### src/rtl/tcs_pkg.sv
package tcs_pkg;

    localparam int FRAME_LEN = 6;

    typedef enum logic [1:0] {
        CL_RT   = 2'd0,
        CL_NRT  = 2'd1,
        CL_BE   = 2'd2,
        CL_NONE = 2'd3
    } cls_t;

    typedef enum logic [2:0] {
        ACT_IDLE,
        ACT_NEXT_SLOT,
        ACT_CREDIT,
        ACT_SKIP,
        ACT_SEND
    } act_t;

    // Class owning each position of the slot frame.
    function automatic cls_t slot_class(input logic [2:0] s);
        case (s)
            3'd0, 3'd2, 3'd4: slot_class = CL_RT;
            3'd1, 3'd3:       slot_class = CL_NRT;
            default:          slot_class = CL_BE;
        endcase
    endfunction

endpackage

### src/rtl/tcs_fifo.sv
module tcs_fifo #(
    parameter int WIDTH = 10,
    parameter int DEPTH = 4
) (
    input  logic             clk,
    input  logic             rst,
    input  logic             push,
    input  logic             pop,
    input  logic [WIDTH-1:0] din,
    output logic [WIDTH-1:0] head,
    output logic             empty,
    output logic             full,
    output logic             last
);
    localparam int AW = $clog2(DEPTH);
    localparam int CW = AW + 1;

    logic [WIDTH-1:0] mem [DEPTH];
    logic [AW-1:0]    wr_q, rd_q;
    logic [CW-1:0]    cnt_q;

    always_ff @(posedge clk) begin
        if (push) mem[wr_q] <= din;
    end

    always_ff @(posedge clk) begin
        if (rst) begin
            wr_q  <= '0;
            rd_q  <= '0;
            cnt_q <= '0;
        end else begin
            if (push) wr_q <= wr_q + 1'b1;
            if (pop)  rd_q <= rd_q + 1'b1;
            cnt_q <= cnt_q + CW'(push) - CW'(pop);
        end
    end

    assign head  = mem[rd_q];
    assign empty = (cnt_q == '0);
    assign full  = (cnt_q == CW'(DEPTH));
    assign last  = (cnt_q == CW'(1));
endmodule

### src/rtl/tcs_engine.sv
module tcs_engine
    import tcs_pkg::*;
#(
    parameter int LENW  = 10,
    parameter int BW    = 12,
    parameter int FLOWS = 2,
    parameter int NQ    = 6,
    parameter int QIDW  = 3
) (
    input  logic                          clk,
    input  logic                          rst,
    input  logic                          step_en,
    input  logic [NQ-1:0]                 q_ne,
    input  logic [NQ-1:0]                 q_last,
    input  logic [NQ-1:0]                 q_push,
    input  logic [NQ-1:0][LENW-1:0]       q_head,
    input  logic [BW-1:0]                 cfg_budget,
    input  logic [2*FLOWS-1:0][LENW-1:0]  cfg_quantum,
    output logic [NQ-1:0]                 q_pop,
    output logic                          send,
    output logic [QIDW-1:0]               send_qid,
    output logic [LENW-1:0]               send_len
);
    localparam int FW  = $clog2(FLOWS);
    localparam int DW  = LENW + 1;
    localparam int ND  = 2 * FLOWS;
    localparam int DIW = FW + 1;

    // Frame position and slot budget
    logic [2:0]               slot_q;
    logic [BW-1:0]            budget_q;
    logic                     fresh_q;
    // Deficit round robin state, index 0 = non-real-time, 1 = best-effort
    logic [1:0][FW-1:0]       ptr_q;
    logic [1:0]               cred_q;
    logic [ND-1:0][DW-1:0]    def_q;

    logic                     f1_bl, f2_bl, f3_bl;
    cls_t                     slot_cls, eff;
    logic                     be_sel;
    logic [DIW-1:0]           drr_idx;
    logic [QIDW-1:0]          sel_q;
    logic [LENW-1:0]          sel_len;
    logic [BW-1:0]            len_b;
    logic                     fits, covers, drained;
    act_t                     act;

    always_comb begin
        f1_bl    = |q_ne[1:0];
        f2_bl    = |q_ne[2 +: FLOWS];
        f3_bl    = |q_ne[2+FLOWS +: FLOWS];
        slot_cls = slot_class(slot_q);

        eff = CL_NONE;
        if (slot_cls == CL_RT && f1_bl)        eff = CL_RT;
        else if (slot_cls == CL_NRT && f2_bl)  eff = CL_NRT;
        else if (f3_bl)                        eff = CL_BE;

        be_sel  = (eff == CL_BE);
        drr_idx = {be_sel, ptr_q[be_sel]};
        if (eff == CL_RT) sel_q = q_ne[0] ? QIDW'(0) : QIDW'(1);
        else              sel_q = QIDW'(2) + QIDW'(drr_idx);

        sel_len = q_head[sel_q];
        len_b   = BW'(sel_len);
        fits    = fresh_q || (len_b <= budget_q);
        covers  = DW'(sel_len) <= def_q[drr_idx];
        drained = q_last[sel_q] && !q_push[sel_q];

        act = ACT_IDLE;
        if (step_en && (f1_bl || f2_bl || f3_bl)) begin
            if (eff == CL_NONE)          act = ACT_NEXT_SLOT;
            else if (eff == CL_RT)       act = fits ? ACT_SEND : ACT_NEXT_SLOT;
            else if (!q_ne[sel_q])       act = ACT_SKIP;
            else if (!cred_q[be_sel])    act = ACT_CREDIT;
            else if (!covers)            act = ACT_SKIP;
            else if (!fits)              act = ACT_NEXT_SLOT;
            else                         act = ACT_SEND;
        end
    end

    always_comb begin
        q_pop = '0;
        if (act == ACT_SEND) q_pop[sel_q] = 1'b1;
    end

    assign send     = (act == ACT_SEND);
    assign send_qid = sel_q;
    assign send_len = sel_len;

    always_ff @(posedge clk) begin
        if (rst) begin
            slot_q   <= '0;
            budget_q <= cfg_budget;
            fresh_q  <= 1'b1;
            ptr_q    <= '0;
            cred_q   <= '0;
            def_q    <= '0;
        end else begin
            case (act)
                ACT_NEXT_SLOT: begin
                    slot_q   <= (slot_q == 3'(FRAME_LEN - 1)) ? 3'd0 : slot_q + 3'd1;
                    budget_q <= cfg_budget;
                    fresh_q  <= 1'b1;
                end
                ACT_CREDIT: begin
                    def_q[drr_idx]  <= def_q[drr_idx] + DW'(cfg_quantum[drr_idx]);
                    cred_q[be_sel]  <= 1'b1;
                end
                ACT_SKIP: begin
                    if (!q_ne[sel_q]) def_q[drr_idx] <= '0;
                    ptr_q[be_sel]  <= ptr_q[be_sel] + 1'b1;
                    cred_q[be_sel] <= 1'b0;
                end
                ACT_SEND: begin
                    budget_q <= (len_b <= budget_q) ? budget_q - len_b : '0;
                    fresh_q  <= 1'b0;
                    if (eff != CL_RT) begin
                        if (drained) begin
                            def_q[drr_idx] <= '0;
                            ptr_q[be_sel]  <= ptr_q[be_sel] + 1'b1;
                            cred_q[be_sel] <= 1'b0;
                        end else begin
                            def_q[drr_idx] <= def_q[drr_idx] - DW'(sel_len);
                        end
                    end
                end
                default: ;
            endcase
        end
    end
endmodule

### src/rtl/tri_class_scheduler.sv
module tri_class_scheduler #(
    parameter int LENW  = 10,
    parameter int BW    = 12,
    parameter int FLOWS = 2,
    parameter int DEPTH = 4,
    localparam int FW   = $clog2(FLOWS),
    localparam int NQ   = 2 + 2 * FLOWS,
    localparam int QIDW = $clog2(NQ)
) (
    input  logic                     clk,
    input  logic                     rst,
    input  logic                     enq_valid,
    input  logic [1:0]               enq_class,
    input  logic [FW-1:0]            enq_sub,
    input  logic [LENW-1:0]          enq_len,
    output logic                     enq_ready,
    input  logic [BW-1:0]            cfg_slot_budget,
    input  logic [2*FLOWS*LENW-1:0]  cfg_quantum,
    output logic                     deq_valid,
    input  logic                     deq_ready,
    output logic [QIDW-1:0]          deq_queue,
    output logic [LENW-1:0]          deq_len
);
    logic [NQ-1:0]            q_push, q_pop, q_empty, q_full, q_last, q_ne;
    logic [NQ-1:0][LENW-1:0]  q_head;
    logic [2*FLOWS-1:0][LENW-1:0] quantum;
    logic [QIDW-1:0]          tgt;
    logic                     tgt_ok;
    logic                     send;
    logic [QIDW-1:0]          send_qid;
    logic [LENW-1:0]          send_len;

    assign quantum = cfg_quantum;

    always_comb begin
        tgt_ok = 1'b1;
        tgt    = '0;
        case (enq_class)
            2'd0:    tgt = QIDW'(enq_sub[0]);
            2'd1:    tgt = QIDW'(2) + QIDW'(enq_sub);
            2'd2:    tgt = QIDW'(2 + FLOWS) + QIDW'(enq_sub);
            default: tgt_ok = 1'b0;
        endcase
    end

    assign enq_ready = tgt_ok && !q_full[tgt];

    always_comb begin
        q_push = '0;
        if (enq_valid && enq_ready) q_push[tgt] = 1'b1;
    end

    for (genvar i = 0; i < NQ; i++) begin : g_q
        tcs_fifo #(.WIDTH(LENW), .DEPTH(DEPTH)) u_fifo (
            .clk   (clk),
            .rst   (rst),
            .push  (q_push[i]),
            .pop   (q_pop[i]),
            .din   (enq_len),
            .head  (q_head[i]),
            .empty (q_empty[i]),
            .full  (q_full[i]),
            .last  (q_last[i])
        );
    end

    assign q_ne = ~q_empty;

    tcs_engine #(
        .LENW(LENW), .BW(BW), .FLOWS(FLOWS), .NQ(NQ), .QIDW(QIDW)
    ) u_engine (
        .clk         (clk),
        .rst         (rst),
        .step_en     (deq_ready),
        .q_ne        (q_ne),
        .q_last      (q_last),
        .q_push      (q_push),
        .q_head      (q_head),
        .cfg_budget  (cfg_slot_budget),
        .cfg_quantum (quantum),
        .q_pop       (q_pop),
        .send        (send),
        .send_qid    (send_qid),
        .send_len    (send_len)
    );

    always_ff @(posedge clk) begin
        if (rst) begin
            deq_valid <= 1'b0;
            deq_queue <= '0;
            deq_len   <= '0;
        end else if (send) begin
            deq_valid <= 1'b1;
            deq_queue <= send_qid;
            deq_len   <= send_len;
        end else if (deq_ready) begin
            deq_valid <= 1'b0;
        end
    end
endmodule

### config.mk
export PLATFORM = sky130hd
export DESIGN_NAME = tri_class_scheduler
export DESIGN_NICKNAME = d
export VERILOG_FILES = /design/src/rtl/tcs_pkg.sv /design/src/rtl/tcs_fifo.sv /design/src/rtl/tcs_engine.sv /design/src/rtl/tri_class_scheduler.sv
export SDC_FILE = /design/constraint.sdc
export NUM_CORES = 1
export LEC_CHECK = 0
export CELL_PAD_IN_SITES_DETAIL_PLACEMENT = 0
export CELL_PAD_IN_SITES_GLOBAL_PLACEMENT = 2
export CORE_UTILIZATION = 48
export CTS_BUF_LIST = sky130_fd_sc_hd__clkbuf_4 sky130_fd_sc_hd__clkbuf_8
export CTS_CLUSTER_DIAMETER = 200
export DETAILED_ROUTE_END_ITERATION = 16
export PLACE_DENSITY = 0.95
export SYNTH_ARGS = -nofsm -noshare
export SYNTH_HDL_FRONTEND = slang
export SYNTH_SLANG_ARGS = --single-unit
### constraint.sdc
create_clock -name clk -period 12.15 [get_ports clk]
set_clock_uncertainty 0.2 [all_clocks]
set_input_delay 2.43 -clock clk [delete_from_list [all_inputs] [get_ports clk]]
set_output_delay 2.43 -clock clk [all_outputs]
set_load 0.005 [all_outputs]
=== After elaboration in Yosys (flattened, before gate mapping) ===
Memory sizes are Yosys's and may differ from the RTL's. A register that Yosys moved wholly into a read port is not among the register bits.
Cells that the tools add are included.

* Flip-flop bits (word level): 120
* Bits in writable memories: 240
* Input bits: 69
* Output and inout bits: 15
* Logic and storage cells: 241
* Memories kept: 6

* Add/sub/neg operators: 32
* Magnitude comparators: 10
* Equality and inequality tests: 29
* Mux-type cells: 87
* Bitwise logic cells: 6
* Reductions and logical operators: 40

{| class="wikitable"
|+ Memory list
! memory !! depth !! bits a word !! rd ports !! clocked after Yosys merged registers in !! write ports !! line !! text
|-
| g_q[0].u_fifo.mem || 4 || 10 || 1 || 1 || 1 || tcs_fifo.sv:18 || <nowiki>logic [WIDTH-1:0] mem [DEPTH];</nowiki>
|-
| g_q[1].u_fifo.mem || 4 || 10 || 1 || 1 || 1 || tcs_fifo.sv:18 ||
|-
| g_q[2].u_fifo.mem || 4 || 10 || 1 || 1 || 1 || tcs_fifo.sv:18 ||
|-
| g_q[3].u_fifo.mem || 4 || 10 || 1 || 1 || 1 || tcs_fifo.sv:18 ||
|-
| g_q[4].u_fifo.mem || 4 || 10 || 1 || 1 || 1 || tcs_fifo.sv:18 ||
|-
| g_q[5].u_fifo.mem || 4 || 10 || 1 || 1 || 1 || tcs_fifo.sv:18 ||
|}

{| class="wikitable"
|+ Operators by type and width
! cell !! count
|-
| $mux 44 || 3
|-
| $pmux 44 s3 || 1
|-
| $bwmux 44 || 2
|-
| $and 44x44->44 || 1
|-
| $not 44->44 || 1
|-
| $mux 2 || 18
|-
| $bmux 10 s3 || 1
|-
| $mux 1 || 28
|-
| $eq 3x3->1 const B || 9
|-
| $mux 3 || 9
|-
| $add 2x1->2 const B || 12
|-
| $eq 3x1->1 const B || 8
|-
| $mux 12 || 2
|-
| $pmux 12 s2 || 1
|-
| $bmux 11 s2 || 1
|-
| $demux 11 s2 || 1
|-
| $mux 11 || 2
|-
| $logic_not 3->1 || 7
|-
| $bmux 10 s2 || 1
|-
| $mux 10 || 2
|-
| $add 3x1->3 || 6
|-
| $sub 3x1->3 || 6
|-
| $bmux 1 s3 || 4
|-
| $eq 3x2->1 const B || 4
|-
| other kinds (41) || 74
|}

=== Depth between registers and ports, before layout ===
Gate-level depths: netlist of the first run.

* Depth in word-level cells: 27
* Depth in mapped cells: 30
* Mapped depth without buffers: 28

=== Hierarchy ===
Synthesis of the first run repeated with hierarchy kept, for this count alone.

* Cells, all modules: 1,362
* Area total of the unflattened synthesis: 17,703.2 µm²

{| class="wikitable"
|+ By module, submodules not included
! module !! instances !! cells each !! area an instance (µm²) !! sequential area each (µm²)
|-
| tcs_fifo || 6 || 95 || 1,886.8 || 1,381.3
|-
| tcs_engine || 1 || 711 || 5,631.7 || 1,401.3
|-
| tri_class_scheduler || 1 || 81 || 750.7 || 280.3
|}

=== Worst setup path after synthesis of the first run ===
No wires, ideal clock.

* Path kind: reg-to-reg
* Start: reg u_engine.slot_q[0]
* End: reg g_q[5].u_fifo.cnt_q[2]
* Library setup time: 0.128 ns
* Arrival: 6.302 ns
* Required time: 11.822 ns
* Path slack: 5.520 ns
* Stages on the path, launching flop included: 30
* Buffers on the path: 2
* Clock period less this slack: 6.630 ns
* Cell sequence: dfxtp_1 > and2_1 > ha_1 > a211o_1 > a21oi_2 > nor3_2 > a21oi_1 > clkbuf_1 > a211oi_1 > a311o_1 > o21ai_0 > inv_1 > ha_1 > nor2b_1 > o31a_1 > o41ai_1 > a21oi_1 > o31ai_2 > o31ai_4 > clkbuf_1 > nand3_1 > inv_1 > ha_1 > inv_1 > ha_1 > inv_1 > fa_1 > xor2_1 > xnor2_1 > nor2_1

* Cells in the longest elaborated chain, start to end: 26
* Elaborated cells on any way between the ends: 47
* Classes of those cells: 2 x add/sub; 4 x order compare; 8 x eq/ne; 24 x mux; 9 x reduce/logical

{| class="wikitable"
|+ RTL lines
! what !! line !! text
|-
| from (decl) || tcs_engine.sv:30 || <nowiki>logic [2:0] slot_q;</nowiki>
|-
| from (signal assigned) || tcs_engine.sv:102 || <nowiki>slot_q <= (slot_q == 3'(FRAME_LEN - 1)) ? 3'd0 : slot_q + 3'd1;</nowiki>
|-
| $eq 3x2->1, or another cell as far along || tcs_pkg.sv:22 || <nowiki>case (s)</nowiki>
|-
| $reduce_or 3->1 / $reduce_or 2->1 (equally long branches) || tcs_pkg.sv:22 ||
|-
| $pmux 2 s2 (*) || tcs_pkg.sv:22 ||
|-
| $eq 2x1->1 || tcs_engine.sv:56 || <nowiki>else if (slot_cls == CL_NRT && f2_bl) eff = CL_NRT;</nowiki>
|-
| $logic_and 1x1->1 || tcs_engine.sv:56 ||
|-
| $mux 2 || tcs_engine.sv:56 ||
|-
| $mux 2 (*) || tcs_engine.sv:55 || <nowiki>if (slot_cls == CL_RT && f1_bl) eff = CL_RT;</nowiki>
|-
| $eq 2x2->1 || tcs_engine.sv:59 || <nowiki>be_sel = (eff == CL_BE);</nowiki>
|-
| [... 6 more ...] || -- ||
|-
| net send_len[1] || tri_class_scheduler.sv:31 || <nowiki>logic [LENW-1:0] send_len;</nowiki>
|-
| [... 5 more ...] || -- ||
|-
| $mux 3 || tcs_engine.sv:74 || <nowiki>else if (!q_ne[sel_q]) act = ACT_SKIP;</nowiki>
|-
| $mux 3 (*) || tcs_engine.sv:73 || <nowiki>else if (eff == CL_RT) act = fits ? ACT_SEND : ACT_NEXT_SLOT;</nowiki>
|-
| $mux 3 (*) || tcs_engine.sv:72 || <nowiki>if (eff == CL_NONE) act = ACT_NEXT_SLOT;</nowiki>
|-
| $mux 3 (*) || tcs_engine.sv:71 || <nowiki>if (step_en && (f1_bl || f2_bl || f3_bl)) begin</nowiki>
|-
| $eq 3x3->1 (*) || tcs_engine.sv:84 || <nowiki>if (act == ACT_SEND) q_pop[sel_q] = 1'b1;</nowiki>
|-
| $mux 6 (*) || tcs_engine.sv:84 ||
|-
| net g_q[5].u_fifo.pop || tcs_fifo.sv:8 || <nowiki>input logic pop,</nowiki>
|-
| $sub 3x1->3 (*) || tcs_fifo.sv:34 || <nowiki>cnt_q <= cnt_q + CW'(push) - CW'(pop);</nowiki>
|-
| to (signal assigned) || tcs_fifo.sv:34 ||
|-
| to (decl) || tcs_fifo.sv:20 || <nowiki>logic [CW-1:0] cnt_q;</nowiki>
|}

The timed path passes the listed nets; every way through them passes the cells marked *. The select of a mux whose other input is x is not followed.
A chain may end at the register's enable or synchronous reset.

=== Worst setup path after layout of the first run ===
* Start: reg u_engine.slot_q[0]
* End: reg g_q[4].u_fifo.cnt_q[2]

* Cells in the longest elaborated chain, start to end: 26
* Elaborated cells on any way between the ends: 47
* Classes of those cells: 2 x add/sub; 4 x order compare; 8 x eq/ne; 24 x mux; 9 x reduce/logical

{| class="wikitable"
|+ RTL lines
! what !! line
|-
| $eq 3x2->1, or another cell as far along || tcs_pkg.sv:22
|-
| $reduce_or 3->1 / $reduce_or 2->1 (equally long branches) || tcs_pkg.sv:22
|-
| $pmux 2 s2 (*) || tcs_pkg.sv:22
|-
| $eq 2x1->1 || tcs_engine.sv:56
|-
| $logic_and 1x1->1 || tcs_engine.sv:56
|-
| $mux 2 || tcs_engine.sv:56
|-
| $mux 2 (*) || tcs_engine.sv:55
|-
| $eq 2x2->1 || tcs_engine.sv:59
|-
| [... 6 more ...] || --
|-
| net send_len[1] || tri_class_scheduler.sv:31
|-
| [... 5 more ...] || --
|-
| $mux 3 || tcs_engine.sv:74
|-
| $mux 3 (*) || tcs_engine.sv:73
|-
| $mux 3 (*) || tcs_engine.sv:72
|-
| $mux 3 (*) || tcs_engine.sv:71
|-
| $eq 3x3->1 (*) || tcs_engine.sv:84
|-
| $mux 6 (*) || tcs_engine.sv:84
|-
| net g_q[4].u_fifo.pop || tcs_fifo.sv:8
|-
| $sub 3x1->3 (*) || tcs_fifo.sv:34
|-
| to (signal assigned) || tcs_fifo.sv:34
|-
| to (decl) || tcs_fifo.sv:20
|}

Marked as above.

==> results by stage, run 1 <==
Die:
- The y dimension of the die is 194 microns.
- The horizontal die dimension is 194 microns.
- The die footprint is 0.0376 sq mm.
- After floorplanning, the core was divided into between 60 and 70 placement rows.
- In this run the standard cell core region covers 0.0359 sq mm.
- The starting utilization of the core area is 49.3%.
- 84 I/O pins were placed.

Worst setup path:
- The kind of capture point of the worst setup path is a register.
- Data on the critical path is required at its endpoint by 12.44 ns.
- The worst setup path startpoint is u_engine.slot_q[0].
- The startpoint type of the worst setup path is a register.
- At the worst endpoint, the arrival time is between 8 and 9 ns.
- The critical-path maximum fanout is 50.
- The launch point of the worst reg-to-reg path is u_engine.slot_q[0].
- The worst setup path is of the register to register kind.

Job:
- Max-cap violations in this run came to 0.

CTS:
- The clock transition at the register clock pins on the worst setup and hold paths after CTS is 0.06 ns.
- The insertion delay to the later sink of the worst-skew pair is 0.66 ns.
- The quantity of gates resized following cts is 0.
- In this run the post-CTS setup repair buffer count came out at 0.
- CTS saw 372 sinks.
- For this design, the CTS-stage hold fixing added 0 buffers.
- The largest buffer count on any clock path is 3.
- The number of H-tree branching levels is 2.
- The root cell of the clock tree is clkbuf_8.
- The clock buffer count from CTS is 59.
- The TritonCTS clock tree is yes.

Timing:
- The final period utilization is 66.0%.
- Setup violations remaining at the end of the flow were counted as 0.
- The worst slew margin relative to its limit is 16.6%.
- The number of hold-slack violations in the final timing report came to 0.
- The number of slew-limit violations in the final report is 0.
- The transition time of the tightest slew-check pin is 1.24 ns.
- The shortest period the worst path allows is about 8.0 ns.
- The maximum operating frequency is 0.125 GHz.
- Setup repair after global routing left no endpoint under its margin.
- The total negative slack for setup checks is 0 ns.

Cells and area:
- The relative area change from synthesis to final layout is 15.4%.
- The library cell used most frequently in the layout, excluding fill and tap cells, is edfxtp_1.
- The post-route cell area is 0.0204 sq mm.
- The final net count is 1621.
- The top cell types in the final layout, fill and taps aside, are edfxtp_1 (252), dfxtp_1 (120), nor2_1 (114), nand2_1 (85), clkdlybuf4s50_1 (82).
- The fraction of final layout cells sized beyond drive strength 1 is 15.8%.
- The diode insertion count for antenna repair is 0.

GRT:
- Entering global routing, the biggest net connects 75 pins.
- The total global routing overflow is 0.
- In the global route stage, overall resource usage came out at 22.6%.
- The initial antenna violation count is 0.
- The via count of the first global-routing pass is 11503.
- The first global-routing pass estimated between 60000 and 70000 microns of wire.

Worst hold path:
- The type of the worst min-delay path is register to register.
- In this run the most critical hold path is launched from deq_len[0].

Placement:
- The placer's final routability congestion estimate is around 0.85.
- The number of buffers added on ports is 83.
- After detailed placement, the total cell area comes to 0.0190 sq mm.
- Once detailed placement completed, the half-perimeter wirelength came to 28600 microns.

Yosys:
- The largest family of logic cells by synthesized area is compound AO/OA/AOI/OAI gates.
- The mean area per synthesized cell is between 10 and 15 sq um.
- The share of synthesized registers carrying an async set or reset is 0%.
- Synthesis inferred 372 register bits.
- When the netlist entered floorplanning its net count stood at between 1500 and 2000.
- Measured against the total synthesized area, the mux share comes to 9.37%.
- The top flip-flop cell by instance count after synthesis is edfxtp_1.
- The compound-cell area share of the yosys netlist is 12.3%.
- The number of library cell types mapped by synthesis is 87.
- During synthesis, Yosys emitted a total of 0 warnings.
- The synthesized netlist devotes 2.57% of its cell area to XOR and XNOR gates.
- Of the total synthesized cell area, the portion taken by AND, OR, NAND and NOR gates is 10.5%.
- The mapped netlist covers 0.0177 sq mm.
- After Yosys synthesis, full adders, half adders and majority gates account for 6.04% of the synthesized area.
- The cell count after synthesis is roughly 1400.
- The part of the Yosys area used for sequential elements is between 50% and 60%.
- The number of flops mapped to enable cells by yosys is between 200 and 300.

Detailed routing:
- The detail route stage leaves a number of antenna-violating nets equal to 0.
- In the routed design, unresolved DRC markers number 0.
- The routed wirelength normalized by instance count is 21.1 microns.
- The detailed-routing iteration count for the pre-antenna-repair pass is 5.
- Detailed routing inserted a total of 11388 vias.
- Dividing the detail-routed via count by the number of cells gives 5.74.
- The aggregate routed wire length is 41900 microns.
- The first-iteration detailed-routing DRC count is 813.

Outcome:
- The flow ran to the end, and the final reports show no timing, DRC or antenna violations.
## final cells by class
cell class	count	area, sq um
sequential	372	9970
fill	2884	15500
multi-input combinational	879	7260
tap	461	577
inverter	57	214
clock inverter	31	380
clock buffer	81	1040
timing repair buffer	103	978
## per-stage QoR
step	util (%)	setup slack (ns)	hold slack [ns]	std cells
global placement	52.9	4.34	0.245	1872
floorplan	-	5.52	0.248	1379
finish	56.9	4.13	0.254	1984
detailed placement	52.9	4.22	0.249	1872
global route	56.9	3.57	0.279	1984
CTS	56.9	4.19	0.257	1984
## metal layers
| layer | GRT usage (%) | part of all wire [%] |
|---|---|---|
| met5 | 0 | 0 |
| met4 | 7.85 | 2.6 |
| met3 | 3.34 | 4.5 |
| met2 | 38.4 | 49 |
| met1 | 29.6 | 44 |
## synthesized netlist by cell type, drive strengths merged, types with 9 or more instances
cell / number / area share (%)
inv: 57 / 1.2
mux2i: 28 / 1.6
a2111oi: 12 / 0.95
o41ai: 9 / 0.49
a211oi: 57 / 2.8
a21oi: 59 / 1.7
nor2b: 40 / 1.4
o21ai: 33 / 0.95
ha: 71 / 5.0
o22ai: 29 / 1.1
a31oi: 13 / 0.46
or3: 11 / 0.39
buf: 28 / 0.78
o31ai: 15 / 0.74
nand3: 11 / 0.34
nor3: 28 / 0.93
mux4: 60 / 7.6
dfxtp: 120 / 14
fa: 9 / 1.0
clkbuf: 43 / 0.91
nor4: 10 / 0.42
a21o: 9 / 0.38
nand2: 85 / 1.8
xor2: 15 / 0.74
xnor2: 37 / 1.8
nor2: 115 / 2.5
edfxtp: 252 / 43
and2: 27 / 0.95
## logic make-up (layout without fill, tap and decap cells)
| group | count (synthesis) | in the layout |
|---|---|---|
| DFF | 372 | 372 |
| and+or+nand+nor | 367 | 367 |
| AOI/OAI and AO/OA | 290 | 290 |
| buffers and inverters | 128 | 272 |
| muxes | 90 | 90 |
| adders and majority gates | 80 | 80 |
| xor gates and xnor gates | 52 | 52 |
## critical path, stage by stage (launching register included)
cell and delay (ns):
dfxtp_1 0.42, and2_1 0.16, ha_1 0.26, a211o_1 0.25
a21o_1 0.30, nand3_2 0.54, nand2_1 0.63, nand2_1 0.13
a311o_1 0.43, o21ai_0 0.22, inv_1 0.22, ha_1 0.36
nor2b_1 0.15, o31a_1 0.28, o41ai_1 0.49, a21oi_1 0.26
o31ai_2 0.64, o31a_4 0.68, nor3_2 0.11, ha_1 0.30
inv_1 0.04, ha_1 0.18, fa_1 0.37, xnor2_1 0.16
nor2_1 0.05
## registers in the layout, summed over array words and instances (netlist names), named ones only
register	flops
g_q.u_fifo.rd_q	12
deq_len	10
g_q.u_fifo.cnt_q	18
u_engine.def_q	44
u_engine.ptr_q	2
deq_queue	3
u_engine.fresh_q	1
g_q.u_fifo.mem	240
u_engine.slot_q	3
g_q.u_fifo.wr_q	12
deq_valid	1
u_engine.budget_q	12
## final timing paths
| kind | endpoint | slack [ns] | depth (start not counted) |
|---|---|---|---|
| max | g_q[4].u_fifo.cnt_q[2] | 4.13 | 24 |
| min | deq_len[0] | 0.25 | 2 |
| max reg2reg | g_q[4].u_fifo.cnt_q[2] | 4.13 | 24 |
| min reg2reg | deq_len[0] | 0.25 | 2 |
Power of run 1 is left out: the tool's default activity adds up to more than one toggle a clock period on the data nets, which glitch-free logic cannot reach.
==> run 2: changes to the inputs <==
--- a/config.mk
+++ b/config.mk
@@ -7,11 +7,11 @@
 export LEC_CHECK = 0
 export CELL_PAD_IN_SITES_DETAIL_PLACEMENT = 0
 export CELL_PAD_IN_SITES_GLOBAL_PLACEMENT = 2
-export CORE_UTILIZATION = 48
+export CORE_UTILIZATION = 44
 export CTS_BUF_LIST = sky130_fd_sc_hd__clkbuf_4 sky130_fd_sc_hd__clkbuf_8
 export CTS_CLUSTER_DIAMETER = 200
 export DETAILED_ROUTE_END_ITERATION = 16
-export PLACE_DENSITY = 0.95
+export PLACE_DENSITY = 0.89
 export SYNTH_ARGS = -nofsm -noshare
 export SYNTH_HDL_FRONTEND = slang
 export SYNTH_SLANG_ARGS = --single-unit
==> constraint.sdc (replaced) <==
create_clock -name clk -period 7.4 [get_ports clk]
set_clock_uncertainty 0.2 [all_clocks]
set_input_delay 1.48 -clock clk [delete_from_list [all_inputs] [get_ports clk]]
set_output_delay 1.48 -clock clk [all_outputs]
set_load 0.005 [all_outputs]
==> run 2 against run 1 <==
Final cell count up 4.1%. Hold slack better by 0.0099 ns. Wire length up 2.1%. Count of clock-buffer cells in the layout up 10. First-iteration DRC count down 22%. Critical path type unchanged. Critical endpoint is now u_engine.def_q[18].
==> results by stage, run 2 (synthesized netlist as in run 1, its figures left out) <==
Worst setup path:
- The worst setup path is captured at a register.
- The signal on the critical path passes through and2_1 -> ha_1 -> a211o_1 -> a21oi_2 -> buf_4 -> a21oi_2 -> buf_4 -> nor2b_1 -> a211oi_1 -> a311o_1 -> o21ai_0 -> ha_1 -> inv_1 -> fa_1 -> a21o_1 -> a31oi_1 -> o211a_1 -> inv_1 -> o211ai_1 -> o31ai_4 -> buf_4 -> nor2_2 -> a2bb2oi_1 -> a311oi_1.
- The delay of the slowest cell on the worst path is 0.70 ns (+0.02 ns).
- The critical-path maximum fanout is 31 (-38%).
- The launch point of the worst reg-to-reg path is u_engine.slot_q[0].
- Counting stages on the worst path, the most repeated cell is buf_4.
- The startpoint type of the worst setup path is a register.
- The data arrival time at the worst-slack endpoint was 7.33 ns (-0.98 ns).
- The worst setup path is of the register to register kind.
- The cell depth of the worst flop-to-flop path is 24 (unchanged).
- The register-to-register path setup slack is 0.44 ns (-3.69 ns).
- The slowest stage of the critical path is the nor2_2 cell.
- The required time at the endpoint of the critical path is 7.77 ns (-4.67 ns).
- The endpoint of the worst-slack reg-to-reg timing path is u_engine.def_q[18].

Die:
- The count of pins on the block boundary is 84 (unchanged).
- The horizontal die dimension is 203 microns (+4.4%).
- The y dimension of the die came to 203 microns (+4.4%).
- The number of cell rows is 73 (+5.8%).
- The die footprint is 0.0410 sq mm (+9.0%).
- The starting utilization of the core area came to 44.5% (-4.7 points).
- The placeable core area came to 0.0397 sq mm (+11%).

CTS:
- The setup fix buffers added after clock tree synthesis was 0 (unchanged).
- TritonCTS built the clock tree.
- The clock transition at the register clock pins on the worst setup and hold paths after CTS is 0.07 ns (about the same).
- CTS placed an instance of clkbuf_8 at the clock tree root.
- The insertion delay to the later sink of the worst-skew pair is 0.66 ns (about the same).
- The largest buffer count on any clock path is 3 (unchanged).
- The number of buffers inserted by hold repair at cts is 0 (unchanged).
- The number of H-tree branching levels is 2 (unchanged).
- The sink count of the clock tree is 372 (unchanged).
- The clock buffer count from CTS was 61 (+3.4%).
- The quantity of gates resized following cts was 0 (unchanged).

Timing:
- The shortest period the worst path allows is 6.96 ns (-1.06 ns).
- The worst slew margin relative to its limit is 12.8% (-3.7 points).
- The total negative slack for setup checks is 0 ns (unchanged).
- The number of endpoints failing setup at the final stage was 0 (unchanged).
- The number of slew-limit violations in the final report is 0 (unchanged).
- Setup repair after global routing left no endpoint under its margin.
- The final period utilization is 94.1% (+28 points).
- The maximum operating frequency is 0.144 GHz (+15%).
- The transition time of the tightest slew-check pin is 1.30 ns (+0.0556 ns).
- The number of hold-slack violations in the final timing report is 0 (unchanged).

Worst hold path:
- The path with the worst hold slack has its endpoint at deq_queue[1].
- The cell depth of the worst min-delay path is 2 (unchanged).
- In this run the worst hold path is classified as register to register.
- The worst hold path startpoint is deq_queue[1].

Detailed routing:
- The post-detailed-route count of antenna-violating nets was 0 (unchanged).
- The detailed-routing iteration count for the pre-antenna-repair pass came to 5 (unchanged).
- The first-iteration detailed-routing DRC count is 636 (-22%).
- The detailed-route DRC error count came to 0 (unchanged).
- The via total after detailed routing is 11495 (+0.94%).
- The vias per cell is 5.56 (-3.1%).
- The aggregate routed wire length came to 42700 microns (+2.1%).
- The routed wirelength normalized by instance count came to 20.7 microns (-2.0%).

Outcome:
- The run finished with clean final reports.

Cells and area:
- The most frequent standard cell in the layout excluding fill and tap cells is edfxtp_1.
- The final core utilization is 51.8% (-5.0 points).
- g_q.u_fifo.mem holds more flip-flops than any other register.
- The largest registers in the layout are g_q.u_fifo.mem (240), u_engine.def_q (44), g_q.u_fifo.cnt_q (18).
- The flip-flop count of the largest register after layout was 240 (unchanged).
- The relative area change from synthesis to final layout is 16.3%.
- The post-route cell area was 0.0206 sq mm (+0.81%).
- The final net count is 1636 (+0.93%).
- In the layout the commonest cells are edfxtp_1 (252), dfxtp_1 (120), nor2_1 (114), nand2_1 (85), clkdlybuf4s50_1 (82).
- The fraction of final layout cells sized beyond drive strength 1 is 16.9% (+1.1 points).

Placement:
- The post-placement cell area is 0.0192 sq mm (+0.96%).
- The post-DP HPWL is 29400 microns (+3.0%).
- The placer's final routability congestion estimate came to 0.898 (+6.0%).
- The number of buffers added on ports was 83 (unchanged).

GRT:
- The global-route wire length before repair is 66200 microns (+1.3%).
- The total routing resource utilization after global routing came to 21.1% (-1.5 points).
- The largest net degree at the start of global routing came to 67 (-11%).
- The via count of the first global-routing pass is 11417 (-0.75%).
- The total global routing overflow was 0 (unchanged).
- The initial antenna violation count is 1 (+1).

Job:
- The max-cap violation count came to 0 (unchanged).
==> run 2: cell count changes in the layout (fill, tap and decap cells not counted), moves of 2 or more <==
cell,change
bufinv_16,-4
buf_4,+13
clkinv_2,+2
clkbuf_4,+5
clkinvlp_4,-2
clkbuf_8,+5
==> run 2: worst max-delay path, delay by kind of cell (launching register included) <==
family,cells,cell delay (ns)
AOI/OAI and AO/OA,13,3.23
adders and majority gates,3,0.96
buffers and inverters,5,1.00
DFF,1,0.36
and+or+nand+nor,3,1.10
==> run 2: area by class of cell <==
type | count | area, sq um
fillers | 3362 | 19100
repair buffers | 116 | 1080
well taps | 525 | 657
inverters | 57 | 214
flip-flops and latches | 372 | 9970
clock buffers | 91 | 1150
multi-input cells | 879 | 7270
clock inverters | 25 | 246
diodes | 1 | 2.50
==> run 2: how the worst max path moves through the flow <==
stage	startpoint	end
after floorplan	u_engine.slot_q[0]	g_q[5].u_fifo.cnt_q[2]
after global placement	u_engine.slot_q[0]	u_engine.def_q[34]
after detailed placement	u_engine.slot_q[0]	u_engine.def_q[18]
after CTS	u_engine.slot_q[0]	u_engine.def_q[18]
after global routing	u_engine.slot_q[0]	g_q[3].u_fifo.cnt_q[2]
final	u_engine.slot_q[0]	u_engine.def_q[18]
==> run 2: layer usage <==
layer | up-vias | share of wire, % | global-route usage (%)
li1 | 5457 | - | -
met1 | 5659 | 45 | 28.8
met2 | 295 | 48 | 34.0
met3 | 84 | 4.7 | 3.19
met4 | 0 | 2.9 | 8.00
met5 | - | 0 | 0
==> run 2: per-stage QoR <==
step / std cells / hold WS [ns] / worst slack [ns]
3_3_place_gp: 1949 / 0.245 / 0.684
5_1_grt: 2066 / 0.283 / 0.0413
6_report: 2066 / 0.263 / 0.437
2_1_floorplan: 1379 / 0.248 / 0.770
3_5_place_dp: 1949 / 0.256 / 0.453
4_1_cts: 2065 / 0.264 / 0.443
Power of run 2 is left out for the same reason.
==> run 3: changes to the inputs <==
--- a/config.mk
+++ b/config.mk
@@ -7,6 +7,7 @@
 export LEC_CHECK = 0
 export CELL_PAD_IN_SITES_DETAIL_PLACEMENT = 0
 export CELL_PAD_IN_SITES_GLOBAL_PLACEMENT = 2
+export CORE_MARGIN = 2
 export CORE_UTILIZATION = 44
 export CTS_BUF_LIST = sky130_fd_sc_hd__clkbuf_4 sky130_fd_sc_hd__clkbuf_8
 export CTS_CLUSTER_DIAMETER = 200
==> run 3 against run 2 <==
Final cell count decreased by 0.48%. Core utilization decreased by 0.25 points. Register-to-register slack improved by 0.09 ns. Count of clock-buffer cells in the layout decreased by 1. Sequential share of layout area increased by 0.23 points.
==> results by stage, run 3 (synthesized netlist as in run 1, its figures left out) <==
CTS:
- The clock buffer count from CTS is 61 (unchanged).
- The root cell of the clock tree is clkbuf_8.
- The sink count of the clock tree is 372 (unchanged).
- The number of buffers inserted by hold repair at cts came to 0 (unchanged).
- The quantity of gates resized following cts is 0 (unchanged).
- The number of H-tree branching levels was 2 (unchanged).
- The setup fix buffers added after clock tree synthesis is 0 (unchanged).
- The clock transition at the register clock pins on the worst setup and hold paths after CTS is 0.06 ns (about the same).
- The insertion delay to the later sink of the worst-skew pair is 0.65 ns (about the same).
- TritonCTS built the clock tree.
- The largest buffer count on any clock path was 3 (unchanged).

Timing:
- The transition time of the tightest slew-check pin is 1.17 ns (-0.125 ns).
- Setup repair after global routing left no endpoint under its margin.
- The number of slew-limit violations in the final report is 0 (unchanged).
- The maximum operating frequency came to 0.146 GHz (+1.3%).
- The total negative slack for setup checks is 0 ns (unchanged).
- The number of hold-slack violations in the final timing report is 0 (unchanged).
- The worst slew margin relative to its limit is 21.3% (+8.4 points).
- The number of endpoints failing setup at the final stage was 0 (unchanged).
- The shortest period the worst path allows is 6.87 ns (-0.0924 ns).
- The final period utilization came to 92.8% (-1.2 points).

Worst setup path:
- The instance count on the critical path is 20 (-17%).
- The kind of capture point of the worst setup path is a register.
- For this design, the slowest cell found on the critical path is nor2_2.
- The kind of cell adding the most delay to the critical path is compound AO/OA/AOI/OAI gates.
- The sum of buffers and inverters on the critical path was 3 (-2).
- The cell depth of the worst flop-to-flop path is 20 (-17%).
- The cell that appears most often on the critical path is buf_4.
- The startpoint type of the worst setup path is a register.
- The critical-path maximum fanout is 29 (-6.5%).
- The critical path class is register to register.
- The endpoint of the worst-slack reg-to-reg timing path is u_engine.def_q[11].
- The worst setup path startpoint is u_engine.slot_q[0].
- The register-to-register path setup slack is 0.53 ns (+0.09 ns).
- Following the worst setup path forward leads to its endpoint at u_engine.def_q[11].
- The delay of the slowest cell on the worst path is 0.73 ns (+0.03 ns).
- The critical path goes through and2_1 -> ha_1 -> a211o_1 -> a21o_1 -> nand3_2 -> buf_4 -> nand2_1 -> buf_4 -> o221a_2 -> ha_1 -> nor2b_1 -> o31a_1 -> o41ai_1 -> a21oi_1 -> o31ai_2 -> o31ai_4 -> buf_4 -> nor2_2 -> a2bb2oi_1 -> a311oi_1.
- The worst register-to-register path begins at u_engine.slot_q[0].
- The required time at the endpoint of the critical path is 7.75 ns (-0.02 ns).
- The data arrival time at the worst-slack endpoint is 7.22 ns (-0.11 ns).

Cells and area:
- The diode insertion count for antenna repair is 0 (-1).
- Leaving out fill and tap cells, the most frequent cell in the layout is edfxtp_1.
- The flip-flop count of the largest register after layout came to 240 (unchanged).
- The relative area change from synthesis to final layout is 15.8%.
- In the layout the commonest cells are edfxtp_1 (252), dfxtp_1 (120), nor2_1 (114), nand2_1 (85), clkdlybuf4s50_1 (82).
- The fraction of final layout cells sized beyond drive strength 1 is 16.2% (-0.68 points).
- The final core utilization is 51.6% (-0.25 points).
- Counting flops per register, the top entry is g_q.u_fifo.mem.
- The largest registers in the layout are g_q.u_fifo.mem (240), u_engine.def_q (44), g_q.u_fifo.cnt_q (18).
- The final net count is 1631 (-0.31%).

Placement:
- The placer's final routability congestion estimate was 0.842 (-6.3%).
- The number of buffers added on ports is 83 (unchanged).
- The post-DP HPWL is 29900 microns (+1.6%).

Die:
- The starting utilization of the core area is 44.5% (unchanged).
- The number of cell rows is 73 (unchanged).
- The placeable core area is 0.0397 sq mm (unchanged).
- The y dimension of the die is 205 microns (+0.99%).
- The die footprint came to 0.0418 sq mm (+2.0%).
- The count of pins on the block boundary is 84 (unchanged).
- The horizontal die dimension is 205 microns (+0.99%).

Detailed routing:
- The via total after detailed routing came to 11444 (-0.44%).
- The aggregate routed wire length came to 43000 microns (+0.61%).
- The first-iteration detailed-routing DRC count is 700 (+10%).
- The vias per cell is 5.57 (about the same).
- The detailed-route DRC error count is 0 (unchanged).
- The detailed-routing iteration count for the pre-antenna-repair pass is 4 (-1).
- The post-detailed-route count of antenna-violating nets is 0 (unchanged).
- The routed wirelength normalized by instance count is 20.9 microns (+1.1%).

GRT:
- The via count of the first global-routing pass is 11518 (+0.88%).
- The total routing resource utilization after global routing is 20.9% (-0.20 points).
- The largest net degree at the start of global routing is 67 (unchanged).
- The total global routing overflow is 0 (unchanged).
- The initial antenna violation count was 0 (-1).
- The global-route wire length before repair is 66400 microns (+0.39%).

Outcome:
- The run finished with clean final reports.

Job:
- The max-cap violation count is 0 (unchanged).

Worst hold path:
- The type of the worst min-delay path is register to register.
==> run 3: changes by cell type in the layout (fill, tap and decap cells not counted), sizes merged <==
| cell | change |
|---|---|
| buf | -5 |
| clkinv | -2 |
| bufinv | -1 |
| clkbuf | -1 |
| clkinvlp | -1 |
| diode | -1 |
| inv | +1 |
==> run 3: worst reg2reg max path, delay by kind of cell, from the launching register on <==
family                   cells  cell delay, ns
AO/OA/AOI/OAI               10            3.52
adder cells (fa/ha/maj)      2            0.59
buffers and inverters        3            0.81
flip-flops                   1            0.36
AND/OR/NAND/NOR              5            1.31
==> run 3: area by class of cell <==
type                    count  area, sq um
fillers                  3423        19200
flip-flops and latches    372         9970
multi-input cells         879         7270
clock buffers              90         1140
repair buffers            111         1040
well taps                 525          657
inverters                  57          214
clock inverters            22          204
==> run 3: stage by stage <==
| step | worst slack [ns] | cells | instance area, sq um | hold WS [ns] |
|---|---|---|---|---|
| final | 0.530 | 2056 | 20500 | 0.264 |
| after global routing | 0.117 | 2056 | 20500 | 0.295 |
| after CTS | 0.614 | 2056 | 20500 | 0.267 |
| after detailed placement | 0.687 | 1944 | 19100 | 0.259 |
| after global placement | 0.774 | 1944 | 19100 | 0.254 |
| after floorplan | 0.770 | 1379 | 17700 | 0.248 |
==> run 3: worst min path at each step <==
stage | start | end | slack (ns) | depth (start not counted)
floorplan | deq_len[0] | deq_len[0] | 0.25 | 2
global placement | deq_len[1] | deq_len[1] | 0.25 | 2
detailed placement | deq_len[0] | deq_len[0] | 0.26 | 2
CTS | deq_len[0] | deq_len[0] | 0.27 | 2
global route | deq_len[1] | deq_len[1] | 0.29 | 2
finish | deq_len[0] | deq_len[0] | 0.26 | 2
==> run 3: routing by layer <==
layer,wire [microns],global-route usage (%),up-vias
li1,-,-,5450
met1,19100,28.2,5671
met2,20900,34.8,263
met3,2010,3.36,60
met4,944,6.37,0
met5,0,0,-
Power of run 3 is left out for the same reason.
